==> src/rtl/clkfan_pkg.sv <==
package clkfan_pkg;

    localparam int BYTE_W = 8;
    localparam int IDX_W  = 4;

    // Synchronised bus view plus the events derived from it
    typedef struct packed {
        logic scl;
        logic sda;
        logic scl_rise;
        logic scl_fall;
        logic start;
        logic stop;
    } bus_evt_t;

    typedef enum logic [2:0] {
        ST_IDLE,
        ST_RX,
        ST_RX_DONE,
        ST_ACK,
        ST_TX,
        ST_MACK,
        ST_MACK_WAIT,
        ST_IGNORE
    } slv_state_t;

    // Number of 8-bit registers needed to hold one enable per output
    function automatic int regs_for(input int outputs);
        return (outputs + BYTE_W - 1) / BYTE_W;
    endfunction

    // Saturating increment of the byte position
    function automatic logic [IDX_W-1:0] idx_next(input logic [IDX_W-1:0] v);
        return (v == {IDX_W{1'b1}}) ? v : v + 1'b1;
    endfunction

endpackage

==> src/rtl/clkfan_bus_sync.sv <==
module clkfan_bus_sync
    import clkfan_pkg::*;
#(
    parameter int STAGES = 2
) (
    input  logic     clk,
    input  logic     rst,
    input  logic     scl_i,
    input  logic     sda_i,
    output bus_evt_t evt
);

    logic [STAGES-1:0] scl_pipe;
    logic [STAGES-1:0] sda_pipe;
    logic              scl_q;
    logic              sda_q;

    // Idle bus level is high on both lines, so reset to 1 to avoid a false START
    always_ff @(posedge clk) begin
        if (rst) begin
            scl_pipe <= '1;
            sda_pipe <= '1;
            scl_q    <= 1'b1;
            sda_q    <= 1'b1;
        end else begin
            scl_pipe <= {scl_pipe[STAGES-2:0], scl_i};
            sda_pipe <= {sda_pipe[STAGES-2:0], sda_i};
            scl_q    <= scl_pipe[STAGES-1];
            sda_q    <= sda_pipe[STAGES-1];
        end
    end

    always_comb begin
        evt.scl      = scl_pipe[STAGES-1];
        evt.sda      = sda_pipe[STAGES-1];
        evt.scl_rise = evt.scl & ~scl_q;
        evt.scl_fall = ~evt.scl & scl_q;
        evt.start    = evt.scl & scl_q & sda_q & ~evt.sda;
        evt.stop     = evt.scl & scl_q & ~sda_q & evt.sda;
    end

endmodule

==> src/rtl/clkfan_slave_fsm.sv <==
module clkfan_slave_fsm
    import clkfan_pkg::*;
#(
    parameter logic [6:0] DEV_ADDR = 7'h69,
    parameter int         NUM_REGS = 3
) (
    input  logic              clk,
    input  logic              rst,
    input  bus_evt_t          evt,
    input  logic [BYTE_W-1:0] rd_data,
    output logic [IDX_W-1:0]  rd_idx,
    output logic              wr_stb,
    output logic [IDX_W-1:0]  wr_sel,
    output logic [BYTE_W-1:0] wr_data,
    output logic              sda_low
);

    // Write stream: position 0 = command, 1 = count, 2.. = registers
    localparam logic [IDX_W-1:0] FIRST_DATA = IDX_W'(2);
    localparam logic [IDX_W-1:0] REG_LIMIT  = IDX_W'(NUM_REGS);

    slv_state_t        state;
    logic [2:0]        bit_cnt;
    logic [BYTE_W-1:0] rx_sh;
    logic [BYTE_W-1:0] tx_sh;
    logic [IDX_W-1:0]  idx;
    logic              addr_phase;
    logic              rd_mode;
    logic [IDX_W-1:0]  data_off;
    logic              data_hit;

    assign rd_idx   = idx;
    assign data_off = idx - FIRST_DATA;
    assign data_hit = (idx >= FIRST_DATA) && (data_off < REG_LIMIT);

    always_ff @(posedge clk) begin
        if (rst) begin
            state      <= ST_IDLE;
            bit_cnt    <= '0;
            rx_sh      <= '0;
            tx_sh      <= '0;
            idx        <= '0;
            addr_phase <= 1'b0;
            rd_mode    <= 1'b0;
            sda_low    <= 1'b0;
            wr_stb     <= 1'b0;
            wr_sel     <= '0;
            wr_data    <= '0;
        end else begin
            wr_stb <= 1'b0;
            if (evt.start) begin
                state      <= ST_RX;
                bit_cnt    <= '0;
                addr_phase <= 1'b1;
                idx        <= '0;
                sda_low    <= 1'b0;
            end else if (evt.stop) begin
                state   <= ST_IDLE;
                idx     <= '0;
                sda_low <= 1'b0;
            end else begin
                unique case (state)
                    ST_RX: begin
                        if (evt.scl_rise) begin
                            rx_sh   <= {rx_sh[BYTE_W-2:0], evt.sda};
                            bit_cnt <= bit_cnt + 3'd1;
                            if (bit_cnt == 3'd7) begin
                                state <= ST_RX_DONE;
                            end
                        end
                    end
                    ST_RX_DONE: begin
                        if (evt.scl_fall) begin
                            if (addr_phase) begin
                                if (rx_sh[BYTE_W-1:1] == DEV_ADDR) begin
                                    rd_mode <= rx_sh[0];
                                    sda_low <= 1'b1;
                                    state   <= ST_ACK;
                                end else begin
                                    state <= ST_IGNORE;
                                end
                            end else begin
                                if (data_hit) begin
                                    wr_stb  <= 1'b1;
                                    wr_sel  <= data_off;
                                    wr_data <= rx_sh;
                                end
                                idx     <= idx_next(idx);
                                sda_low <= 1'b1;
                                state   <= ST_ACK;
                            end
                        end
                    end
                    ST_ACK: begin
                        if (evt.scl_fall) begin
                            bit_cnt    <= '0;
                            addr_phase <= 1'b0;
                            if (addr_phase && rd_mode) begin
                                tx_sh   <= rd_data;
                                sda_low <= ~rd_data[BYTE_W-1];
                                state   <= ST_TX;
                            end else begin
                                sda_low <= 1'b0;
                                state   <= ST_RX;
                            end
                        end
                    end
                    ST_TX: begin
                        if (evt.scl_fall) begin
                            bit_cnt <= bit_cnt + 3'd1;
                            if (bit_cnt == 3'd7) begin
                                sda_low <= 1'b0;
                                idx     <= idx_next(idx);
                                state   <= ST_MACK;
                            end else begin
                                tx_sh   <= {tx_sh[BYTE_W-2:0], 1'b0};
                                sda_low <= ~tx_sh[BYTE_W-2];
                            end
                        end
                    end
                    ST_MACK: begin
                        if (evt.scl_rise) begin
                            state <= evt.sda ? ST_IGNORE : ST_MACK_WAIT;
                        end
                    end
                    ST_MACK_WAIT: begin
                        if (evt.scl_fall) begin
                            tx_sh   <= rd_data;
                            sda_low <= ~rd_data[BYTE_W-1];
                            bit_cnt <= '0;
                            state   <= ST_TX;
                        end
                    end
                    default: begin
                        state <= state;
                    end
                endcase
            end
        end
    end

endmodule

==> src/rtl/clkfan_regbank.sv <==
module clkfan_regbank
    import clkfan_pkg::*;
#(
    parameter int          NUM_OUT    = 18,
    parameter logic [7:0]  COUNT_INIT = 8'h09
) (
    input  logic               clk,
    input  logic               rst,
    input  logic               wr_stb,
    input  logic [IDX_W-1:0]   wr_sel,
    input  logic [BYTE_W-1:0]  wr_data,
    input  logic [IDX_W-1:0]   rd_idx,
    output logic [BYTE_W-1:0]  rd_data,
    output logic [NUM_OUT-1:0] clk_en
);

    localparam int NUM_REGS = regs_for(NUM_OUT);
    localparam int FULL     = NUM_OUT / BYTE_W;
    localparam int TAIL     = NUM_OUT - FULL * BYTE_W;

    logic [NUM_REGS-1:0][BYTE_W-1:0] regs;

    always_ff @(posedge clk) begin
        if (rst) begin
            regs <= '1;
        end else begin
            for (int r = 0; r < NUM_REGS; r++) begin
                if (wr_stb && (wr_sel == IDX_W'(r))) begin
                    regs[r] <= wr_data;
                end
            end
        end
    end

    // Read stream: position 0 = count byte, 1.. = registers, beyond = zero
    always_comb begin
        rd_data = '0;
        if (rd_idx == '0) begin
            rd_data = COUNT_INIT;
        end else begin
            for (int r = 0; r < NUM_REGS; r++) begin
                if (rd_idx == IDX_W'(r + 1)) begin
                    rd_data = regs[r];
                end
            end
        end
    end

    // Full registers map bit for bit; a partial last register uses its top bits
    for (genvar k = 0; k < NUM_OUT; k++) begin : g_map
        if (k < FULL * BYTE_W) begin : g_full
            assign clk_en[k] = regs[k / BYTE_W][k % BYTE_W];
        end else begin : g_tail
            assign clk_en[k] = regs[NUM_REGS-1][BYTE_W - TAIL + (k - FULL * BYTE_W)];
        end
    end

endmodule

==> src/rtl/clkfan_i2c_regs.sv <==
module clkfan_i2c_regs
    import clkfan_pkg::*;
#(
    parameter logic [6:0] DEV_ADDR    = 7'h69,
    parameter int         NUM_OUT     = 18,
    parameter logic [7:0] COUNT_INIT  = 8'h09,
    parameter int         SYNC_STAGES = 2
) (
    input  logic               clk,
    input  logic               rst,
    input  logic               scl_i,
    input  logic               sda_i,
    output logic               sda_drive_low,
    input  logic               oe_n_i,
    output logic [NUM_OUT-1:0] clk_en_o,
    output logic [NUM_OUT-1:0] pad_drive_o
);

    localparam int NUM_REGS = regs_for(NUM_OUT);

    bus_evt_t          evt;
    logic              scl_sync;
    logic              start_seen;
    logic [IDX_W-1:0]  rd_idx;
    logic [BYTE_W-1:0] rd_data;
    logic              wr_stb;
    logic [IDX_W-1:0]  wr_sel;
    logic [BYTE_W-1:0] wr_data;

    clkfan_bus_sync #(
        .STAGES (SYNC_STAGES)
    ) u_sync (
        .clk   (clk),
        .rst   (rst),
        .scl_i (scl_i),
        .sda_i (sda_i),
        .evt   (evt)
    );

    clkfan_slave_fsm #(
        .DEV_ADDR (DEV_ADDR),
        .NUM_REGS (NUM_REGS)
    ) u_fsm (
        .clk     (clk),
        .rst     (rst),
        .evt     (evt),
        .rd_data (rd_data),
        .rd_idx  (rd_idx),
        .wr_stb  (wr_stb),
        .wr_sel  (wr_sel),
        .wr_data (wr_data),
        .sda_low (sda_drive_low)
    );

    clkfan_regbank #(
        .NUM_OUT    (NUM_OUT),
        .COUNT_INIT (COUNT_INIT)
    ) u_regs (
        .clk     (clk),
        .rst     (rst),
        .wr_stb  (wr_stb),
        .wr_sel  (wr_sel),
        .wr_data (wr_data),
        .rd_idx  (rd_idx),
        .rd_data (rd_data),
        .clk_en  (clk_en_o)
    );

    assign scl_sync    = evt.scl;
    assign start_seen  = evt.start;
    assign pad_drive_o = oe_n_i ? clk_en_o : '0;

endmodule

==> config.mk <==
export PLATFORM = sky130hd
export DESIGN_NAME = clkfan_i2c_regs
export DESIGN_NICKNAME = d
export VERILOG_FILES = /design/src/rtl/clkfan_pkg.sv /design/src/rtl/clkfan_bus_sync.sv /design/src/rtl/clkfan_slave_fsm.sv /design/src/rtl/clkfan_regbank.sv /design/src/rtl/clkfan_i2c_regs.sv
export SDC_FILE = /design/constraint.sdc
export NUM_CORES = 1
export LEC_CHECK = 0
export BUFFER_PORTS_ARGS = -buffer_cell sky130_fd_sc_hd__buf_4
export CAP_MARGIN = 20
export CORE_MARGIN = 1.5
export CORE_UTILIZATION = 58
export DETAILED_ROUTE_END_ITERATION = 6
export PLACE_DENSITY = 0.9
export SLEW_MARGIN = 20
export SYNTH_ARGS = -nofsm -noshare
export SYNTH_HDL_FRONTEND = slang
export SYNTH_SLANG_ARGS = --single-unit
==> constraint.sdc <==
create_clock -name clk -period 2.55 [get_ports clk]
set_input_delay 0.255 -clock clk [delete_from_list [all_inputs] [get_ports clk]]
set_output_delay 0.255 -clock clk [all_outputs]
set_load 0.01 [all_outputs]
After elaboration in Yosys (flattened, before gate mapping)
Cells that the tools add are included.
{"block": "op_classes", "n_bitwise": 18, "reduce_logical": 29, "mux": 50, "order_cmp": 2, "n_addsub": 3, "eq_ne": 36}
{"op": "3-bit 2-to-1 mux", "n": 14}
{"op": "7-bit 2-to-1 mux", "n": 5}
{"op": "8-bit 2-to-1 mux", "n": 4}
{"op": "4-bit != test, second input constant", "n": 6}
{"op": "7-bit one-hot mux with 3 select lines", "n": 1}
{"op": "4-bit 2-to-1 mux", "n": 5}
{"op": "18-bit 2-to-1 mux", "n": 1}
{"op": "3-bit one-hot mux with 6 select lines", "n": 1}
{"op": "6-bit AND reduction", "n": 3}
{"op": "9-bit AND reduction", "n": 2}
{"op": "1-bit 2-to-1 mux", "n": 16}
{"op": "2-bit != test, second input constant", "n": 8}
{"op": "3-bit == test, second input constant", "n": 4}
{"op": "4-bit by 2-bit == test with 1-bit output, second input constant", "n": 3}
{"op": "1-bit inverter", "n": 11}
{"op": "2-bit by 1-bit != test with 1-bit output, second input constant", "n": 5}
{"op": "5-bit AND reduction", "n": 2}
{"op": "3-bit one-hot mux with 3 select lines", "n": 1}
{"op": "4-bit by 1-bit == test with 1-bit output, second input constant", "n": 2}
{"op": "4-bit zero test", "n": 2}
{"op": "4-bit by 3-bit != test with 1-bit output, second input constant", "n": 2}
{"op": "4-bit one-hot mux with 2 select lines", "n": 1}
{"op": "8-bit AND reduction", "n": 1}
{"op": "8-bit nonzero test", "n": 1}
{"op": "other kinds (22)", "n": 37}
{"block": "word_totals", "word_cells": 157, "reg_bits": 71, "output_inout_bits": 37, "in_bits": 5}

Longest topological paths before layout
Gate-level depths: netlist (run 1).
{"block": "logic_depth", "word_depth": 9, "mapped_depth": 9, "depth_no_buf": 7}

Cells and area by module
A second synthesis (run 1) with hierarchy kept.
{"block": "hier_totals", "hier_cells": 409, "hier_area_um2": 3807.4}
{"module": "clkfan_slave_fsm", "n_inst": 1, "seq_area_each_um2": 820.8, "area_per_inst_um2": 2185.8, "cells_each": 235}
{"module": "clkfan_regbank", "n_inst": 1, "seq_area_each_um2": 480.5, "area_per_inst_um2": 1275.0, "cells_each": 137}
{"module": "clkfan_bus_sync", "n_inst": 1, "seq_area_each_um2": 120.1, "area_per_inst_um2": 205.2, "cells_each": 18}
{"module": "clkfan_i2c_regs", "n_inst": 1, "seq_area_each_um2": 0.0, "area_per_inst_um2": 141.4, "cells_each": 19}

Least setup slack after synthesis (run 1)
OpenSTA, ideal clock, no wires.
{"block": "synth_path", "path_kind": "reg2reg", "startpoint": "register u_fsm.idx[0], in the netlist u_fsm.rd_idx[0]", "endpoint": "register u_fsm.tx_sh[1]", "n_path_buf": 0, "arrival_time_ns": 1.719, "path_stages_with_launch": 8, "setup_time_ns": 0.086, "period_less_slack_ns": 1.804, "required_time_ns": 2.464, "path_slack_ns": 0.746, "cell_sequence": "dfxtp_1 inv_1 ha_1 nor4b_1 nand2_1 o21ai_0 a32oi_1 a211oi_1"}
{"block": "synth_between", "elab_chain_len": 8, "elab_cells_between_ends": 12, "classes_between": "eq/ne (3); mux (8); reduce/logical (1)"}
{"item": "from (decl)", "line_no": "clkfan_slave_fsm.sv:26", "rtl": "logic [IDX_W-1:0] idx;"}
{"item": "from (signal assigned)", "line_no": "clkfan_slave_fsm.sv:88", "rtl": "idx <= idx_next(idx);"}
{"item": "from (signal assigned)", "line_no": "clkfan_slave_fsm.sv:113", "rtl": "idx <= idx_next(idx);"}
{"item": "4-bit by 1-bit == test with 1-bit output", "line_no": "clkfan_regbank.sv:42", "rtl": "if (rd_idx == IDX_W'(r + 1)) begin"}
{"item": "8-bit 2-to-1 mux (3 in a row)", "line_no": "clkfan_regbank.sv:42"}
{"item": "8-bit 2-to-1 mux *", "line_no": "clkfan_regbank.sv:38", "rtl": "if (rd_idx == '0) begin"}
{"item": "7-bit 2-to-1 mux", "line_no": "clkfan_slave_fsm.sv:98", "rtl": "if (addr_phase && rd_mode) begin"}
{"item": "7-bit 2-to-1 mux", "line_no": "clkfan_slave_fsm.sv:95", "rtl": "if (evt.scl_fall) begin"}
{"item": "7-bit one-hot mux with 3 select lines *", "line_no": "clkfan_slave_fsm.sv:62", "rtl": "unique case (state)"}
{"item": "to (signal assigned)", "line_no": "clkfan_slave_fsm.sv:99", "rtl": "tx_sh <= rd_data;"}
{"item": "to (signal assigned)", "line_no": "clkfan_slave_fsm.sv:116", "rtl": "tx_sh <= {tx_sh[BYTE_W-2:0], 1'b0};"}
{"item": "to (signal assigned)", "line_no": "clkfan_slave_fsm.sv:128", "rtl": "tx_sh <= rd_data;"}
{"item": "to (decl)", "line_no": "clkfan_slave_fsm.sv:25", "rtl": "logic [BYTE_W-1:0] tx_sh;"}
Mark *: on every way between the ends. The rest lies on a longest branch, timed or not. The select of a mux whose other input is x is not followed.
A chain may end at the register's enable or synchronous reset.

Worst setup path after layout (run 1)
{"block": "layout_path", "startpoint": "register u_fsm.idx[0], in the netlist u_fsm.rd_idx[0]", "endpoint": "register u_fsm.wr_data[4]"}
{"block": "layout_between", "elab_chain_len": 4, "elab_cells_between_ends": 5, "classes_between": "add/sub (1); order compare (2); reduce/logical (2)"}
{"item": "4-bit by 2-bit subtractor with 4-bit output", "line_no": "clkfan_slave_fsm.sv:33", "rtl": "assign data_off = idx - FIRST_DATA;"}
{"item": "4-bit by 2-bit less-than comparator with 1-bit output", "line_no": "clkfan_slave_fsm.sv:34", "rtl": "assign data_hit = (idx >= FIRST_DATA) && (data_off < REG_LIMIT);"}
{"item": "1-bit logical AND *", "line_no": "clkfan_slave_fsm.sv:34"}
{"item": "6-bit AND reduction (no line) *"}
{"item": "to (signal assigned)", "line_no": "clkfan_slave_fsm.sv:86", "rtl": "wr_data <= rx_sh;"}
{"item": "to (decl)", "line_no": "clkfan_slave_fsm.sv:14", "rtl": "output logic [BYTE_W-1:0] wr_data,"}
Mark *: on every way between the ends. The rest lies on a longest branch, timed or not.

==> impl_results.md, run 1 <==
* Pins over their slew limit at 0
* DRC viols at 0
* WP data arrival at 2.38 ns
* Outcome: complete, no violations
* F_max at around 460 MHz
* Cell Count, Final, Fillers Out at slightly above 500
* Synth top area cells: dfxtp_1 (40%), mux2i_1 (6.2%), nand2_1 (5.2%)
* Worst hold path class: in2reg
* Startpoint types: register
* Max-cap viol count at 0
* Post-synth top area share at 0.397
* Post-route ant nets at 0
* Yosys cell types at 56
* Pleak at 0.00150 uW
* CTS tree: done
* Syn nets at approximately 420
* Clock transition at path regs at 0.07 ns
* Initial antenna violation count at 0
* Switching portion of total power at 0.228
* Clk pwr share at 0.388
* Later-pin clock latency in the skew report at 0.34 ns
* Die W at between 80 and 90 um
* Hold slack at between 0.09 and 0.1 ns
* Worst-margin pin slew at 0.626 ns
* Power Dens Cells at 507 nW/um^2
* Gpl congestion at 0.899
* CTS root buf: clkbuf_8
* Post-Syn Area at 3580 sq um
* Slowest stage delay, CP at 0.56 ns
* Peak VDD IR at 0.376 mV
* TNS Setup at 0 ns
* CTS Buffer Depth at 2
* Critical Path RT at around 2.8 ns
* Seq/Total Area, Yosys at 0.397
* Global route overflow at 0
* H-tree depth at 3
* Die area at 6650 sq um
* Switch Pwr at 452 uW
* WS Path Type: reg2reg
* EDFF count, synth at 0
* Cell Area, Placed at about 3700 sq um
* Final worst-path cycle share at 0.851
* Drt initial violations at ~180
* Final hold violation count at 0
* RSZ-0062 raised after global routing: no
* Finished Cell Area at 3910 sq um
* PostCTS Resize Cnt at 0
* Most frequent cell after synthesis: dfxtp_1
* Placed Cells at 488
* CP endpoint kind: register
* Synth top cells by count: dfxtp_1 (71), nand2_1 (50), nor2_1 (43), mux2i_1 (22), and2_1 (21)
* Total GRT Usage at 0.247
* Via count at 2867
* Yosys reg bits at 71
* Synth Flop Type: dfxtp_1
* Num CTS Buffers at 9
* # rows at 28
* Final WL at 7650 um
* Core Area at 5920 sq um
* Final setup vio count at 0
* Die height at 81.5 um
* ANT cells at 0
* Comb power frac at 0.045
* Router iterations before antenna repair at 4
* Post-CTS Setup Inserts at 0
* # nets final at 437
* Synth-to-layout area growth at 9.34%
* Vias in the first global route at 2625
* Layout cells sized above 1 at 0.173
* Syn Inst Count at 410
* Part of the power in registers at 0.566
* Largest area contributor in the netlist: dfxtp_1
* Total design power at about 2000 uW
* PortBufs at roughly 40
* Slowest cell on crit path: and3_1
* Hold_buf cts at 0
* Hpwl dp at 5390 um
* Crit-path max FO at 13
* First-pass GRT wire length at 12400 um
* Initial core utilization at 0.604
* Yosys warns at 0
* Async SR Flop Fraction at 0
* Vias per cell at around 5.7
* Fillers at 471
* Largest net degree at the start of global routing at 64
* Wire length per cell at 15.2 um
* CP cell instances: inv_1 -> ha_1 -> o311a_1 -> and3_1 -> mux2i_1 -> nor2_1
* Power Internal at 1530 uW
* Io pins at between 40 and 50
* Mapped Avg Cell Area at just under 9 sq um
* Slew headroom at 0.582
* Num Clock Sinks at 71
* Worst Skew at just over 0.008 ns
* Crit path time final at about 2.2 ns
## per-layer routing
metal	global-route usage	vias up	wire length, um
met5	0	-	0
met4	0.102	0	161
met3	0.0600	16	433
met2	0.393	80	3640
met1	0.320	1354	3420
li1	-	1417	-
## layout by cell type (no fill, tap or decap), types with 2 or more instances in the layout
cell type   netlist  routed
nand2b_1         11      11
nor3_1            4       4
clkbuf_8          0      10
nor2_1           43      43
nor2b_1          12      12
and2_1           21      21
mux2i_1          22      22
nand2_1          50      50
nand3_1           5       5
a22o_1            3       3
clkbuf_1         16       2
buf_4            19      46
ha_1              8       8
inv_1             4       4
a32oi_1           5       5
o21ai_0          11      11
xnor2_1           4       4
a21oi_1          16      16
nor3b_1           3       3
nand3b_1         19      19
dfxtp_1          71      71
nand4b_1          2       2
a211o_1          10      10
a211oi_1          8       8
or2_2             6       6
clkinvlp_4        0       2
and3_1            2       2
## layout make-up
| cell class | instances | area, sq um | share of cell area |
|---|---|---|---|
| Clock buffer | 12 | 145 | 0.0371 |
| Clock inverter | 3 | 20.0 | 0.00512 |
| Inverter | 4 | 15.0 | 0.00384 |
| Multi-Input combinational cell | 292 | 1870 | 0.478 |
| Sequential cell | 71 | 1420 | 0.364 |
| Tap cell | 75 | 93.8 | 0.0240 |
| Timing Repair Buffer | 46 | 345 | 0.0883 |
## worst max-delay path: cells and delay by family (launching register included)
family	cells	cell delay (ns)
fa+ha+maj	1	0.41
mux	1	0.28
compound gates	1	0.24
buf+inv	1	0.11
flops	1	0.38
simple gates	2	0.61
## state kept, by name, summed over array words and instances, names as in the netlist
name	flops
u_fsm.addr_phase	1
u_fsm.bit_cnt	3
u_fsm.rd_idx	4
u_fsm.rd_mode	1
u_fsm.rx_sh	8
u_fsm.sda_low	1
u_fsm.state	3
u_fsm.tx_sh	7
u_fsm.wr_data	8
u_fsm.wr_sel	4
u_fsm.wr_stb	1
u_regs.clk_en	18
u_regs.regs	6
u_sync.scl_pipe	2
u_sync.scl_q	1
u_sync.sda_pipe	2
u_sync.sda_q	1
## logic make-up (layout without fill, tap and decap cells)
kind of cell               after synthesis  count (layout)  synth area share
DFF                                     71              71             0.397
adders and majority gates                8               8            0.0280
and+or+nand+nor                        191             191             0.286
AOI/OAI and AO/OA                       65              65             0.132
muxes                                   23              23            0.0647
xor gates and xnor gates                 5               5            0.0122
buffers and inverters                   47              65            0.0798
## final timing paths
check / start / end / slack (ns) / cells past startpoint
max: u_fsm.rd_idx[0] / u_fsm.wr_data[4] / 0.38 / 6
min: sda_i / u_sync.sda_pipe[0] / 0.09 / 2
max reg2reg: u_fsm.rd_idx[0] / u_fsm.wr_data[4] / 0.38 / 6
min reg2reg: u_sync.scl_pipe[0] / u_sync.scl_pipe[1] / 0.41 / 1
## power by group through the flow
stage	registers [uW]	clock network (uW)	logic [uW]
after CTS	1120	784	90.9
after global placement	1150	0	87.9
after floorplan	1140	0	60.0
after detailed placement	1150	0	90.8
after global routing	1120	832	98.3
final	1120	770	89.9
## stage by stage
stage / worst slack [ns] / utilization
2_1_floorplan: 0.746 / -
3_3_place_gp: 0.525 / 0.633
3_5_place_dp: 0.414 / 0.633
4_1_cts: 0.403 / 0.660
5_1_grt: 0.185 / 0.660
6_report: 0.379 / 0.660
No activity file was read; power rests on OpenSTA's default activity.
==> run 2: changes to the inputs <==
--- a/config.mk
+++ b/config.mk
@@ -6,12 +6,12 @@
 export NUM_CORES = 1
 export LEC_CHECK = 0
 export BUFFER_PORTS_ARGS = -buffer_cell sky130_fd_sc_hd__buf_4
-export CAP_MARGIN = 20
-export CORE_MARGIN = 1.5
-export CORE_UTILIZATION = 58
+export CORE_MARGIN = 4
+export CORE_UTILIZATION = 59
 export DETAILED_ROUTE_END_ITERATION = 6
-export PLACE_DENSITY = 0.9
+export PLACE_DENSITY = 0.91
 export SLEW_MARGIN = 20
 export SYNTH_ARGS = -nofsm -noshare
 export SYNTH_HDL_FRONTEND = slang
+export SYNTH_HIERARCHICAL = 1
 export SYNTH_SLANG_ARGS = --single-unit
==> impl_results.md, run 2 <==
* Outcome: complete, no violations
* Num Clock Sinks at 71 (unchanged)
* Fillers at 462 (-1.9%)
* Syn nets at 421 (-0.47%)
* Initial core utilization at 0.623 (+0.0194)
* Critical Path RT at 2.84 ns (+0.08 ns)
* CTS root buf: clkbuf_8
* CP cell instances: buf_4 -> mux2_2 -> a22oi_1 -> nor2_1 -> a22o_1 -> a2111o_1 -> a21oi_1
* Area of the multi-input gates at 2080 sq um (+11%)
* Pleak at 0.00179 uW (+19%)
* Hpwl dp at 5810 um (+7.9%)
* Router iterations before antenna repair at 4 (unchanged)
* Via count at 2936 (+2.4%)
* Global route overflow at 0 (unchanged)
* WP data arrival at 2.43 ns (+0.05 ns)
* Final setup vio count at 0 (unchanged)
* Num CTS Buffers at 9 (unchanged)
* F_max at 467 MHz (+1.5%)
* Post-route ant nets at 0 (unchanged)
* Initial antenna violation count at 0 (unchanged)
* Clock transition at path regs at 0.08 ns (about the same)
* Cell Count, Final, Fillers Out at 504 (+0.20%)
* Placed Cells at 488 (unchanged)
* FF-to-FF Start: u_fsm/rd_idx[1]
* First-pass GRT wire length at 13800 um (+11%)
* WS Path Type: reg2reg
* TNS Setup at 0 ns (unchanged)
* Post-CTS Setup Inserts at 0 (unchanged)
* Mapped Avg Cell Area at 9.31 sq um (+6.8%)
* # nets final at 437 (unchanged)
* Synth-to-layout area growth at 9.85%
* Slowest stage delay, CP at 0.48 ns (-0.08 ns)
* Max FFs per register at 18 (unchanged)
* Final hold violation count at 0 (unchanged)
* RSZ-0062 raised after global routing: no
* PortBufs at 41 (unchanged)
* Io pins at 42 (unchanged)
* Most frequent cells in the layout: dfxtp_1 (71), nor2_1 (64), buf_4 (46), mux2i_1 (42), a21oi_1 (18)
* Worst Skew at 0.0148 ns (+0.00671 ns)
* Slowest cell on crit path: dfxtp_1
* Peak VDD IR at 0.320 mV (-15%)
* Vias per cell at 5.83 (+2.2%)
* Crit path time final at 2.14 ns (-0.0313 ns)
* Yosys warns at 6 (+6)
* Die height at 88.3 um (+8.3%)
* Pins over their slew limit at 0 (unchanged)
* Core Area at 6100 sq um (+3.0%)
* DRC viols at 0 (unchanged)
* Min-delay src: scl_i
* Max-cap viol count at 0 (unchanged)
* Final worst-path cycle share at 0.839 (-0.0123)
* CTS tree: done
* Die area at 7790 sq um (+17%)
* Total GRT Usage at 0.226 (-0.0216)
* Layout cells sized above 1 at 0.238 (+0.0649)
* Vias in the first global route at 2885 (+9.9%)
* H-tree depth at 3 (unchanged)
* Power Dens Cells at 514 nW/um^2 (+1.5%)
* Gpl congestion at 0.841 (-6.5%)
* Largest net degree at the start of global routing at 61 (-4.7%)
* Startpoint types: register
* Later-pin clock latency in the skew report at 0.37 ns (+0.03 ns)
* ANT cells at 0 (unchanged)
* # rows at 28 (unchanged)
* Wire length per cell at 16.3 um (+6.8%)
* CTS Buffer Depth at 2 (unchanged)
* Syn Inst Count at 408 (-0.49%)
* Sequential standard cell area at 1420 sq um (unchanged)
* Crit-path max FO at 9 (-4)
* CP startpoint: u_fsm/rd_idx[1]
* Die W at 88.3 um (+8.3%)
* CP endpoint kind: register
* Post-Syn Area at 3800 sq um (+6.3%)
* Hold_buf cts at 0 (unchanged)
* Total design power at 2150 uW (+8.4%)
* Worst hold path class: in2reg
* Drt initial violations at 254 (+38%)
* Final WL at 8190 um (+7.0%)
* Slew headroom at 0.556 (-0.0263)
* PostCTS Resize Cnt at 0 (unchanged)
* Commonest non-fill, non-tap cell in the layout: dfxtp_1
* Worst-margin pin slew at 0.662 ns (+0.0363 ns)
[run 2: cell type report]
class / instances / area share
flip-flops and latches: 71 / 0.341
well taps: 75 / 0.0225
multi-input cells: 286 / 0.498
clock inverters: 5 / 0.0138
clock buffers: 11 / 0.0339
inverters: 10 / 0.00899
repair buffers: 46 / 0.0827
[run 2: layer usage]
metal / GRT usage / part of all wire / routed length, um / vias to the layer above
li1: - / - / - / 1440
met1: 0.280 / 0.42 / 3480 / 1380
met2: 0.379 / 0.49 / 3990 / 98
met3: 0.0447 / 0.063 / 517 / 18
met4: 0.100 / 0.026 / 209 / 0
met5: 0 / 0 / 0 / -
[run 2: through the flow]
| stage | setup WS (ns) | utilization | area (sq um) | hold WS (ns) |
|---|---|---|---|---|
| after CTS | 0.433 | 0.685 | 4170 | 0.0714 |
| after detailed placement | 0.498 | 0.652 | 3980 | 0.389 |
| after global routing | 0.252 | 0.685 | 4170 | 0.0753 |
| final | 0.410 | 0.685 | 4170 | 0.0723 |
| after floorplan | 0.649 | - | 3800 | 0.352 |
| after global placement | 0.537 | 0.652 | 3980 | 0.385 |
[run 2: power by group]
group	internal [uW]	switching, uW	total [uW]
Sequential	1110	7.72	1120
Combinational	49.6	66.0	116
Clock	479	432	910
Total	1640	506	2150
[run 2: worst max-delay path, delay by kind of cell (launching register included)]
kind | cells | cell delay (ns)
AOI/OAI and AO/OA | 4 | 0.92
buffers and inverters | 1 | 0.24
DFF | 1 | 0.48
muxes | 1 | 0.34
and+or+nand+nor | 1 | 0.09
[run 2: path summary, 6_finish.rpt]
| check | to | slack [ns] | cells past startpoint |
|---|---|---|---|
| max | u_fsm/sda_low | 0.41 | 7 |
| min | u_sync/scl_pipe[0] | 0.07 | 2 |
| max reg2reg | u_fsm/sda_low | 0.41 | 7 |
| min reg2reg | u_sync/scl_pipe[1] | 0.40 | 1 |
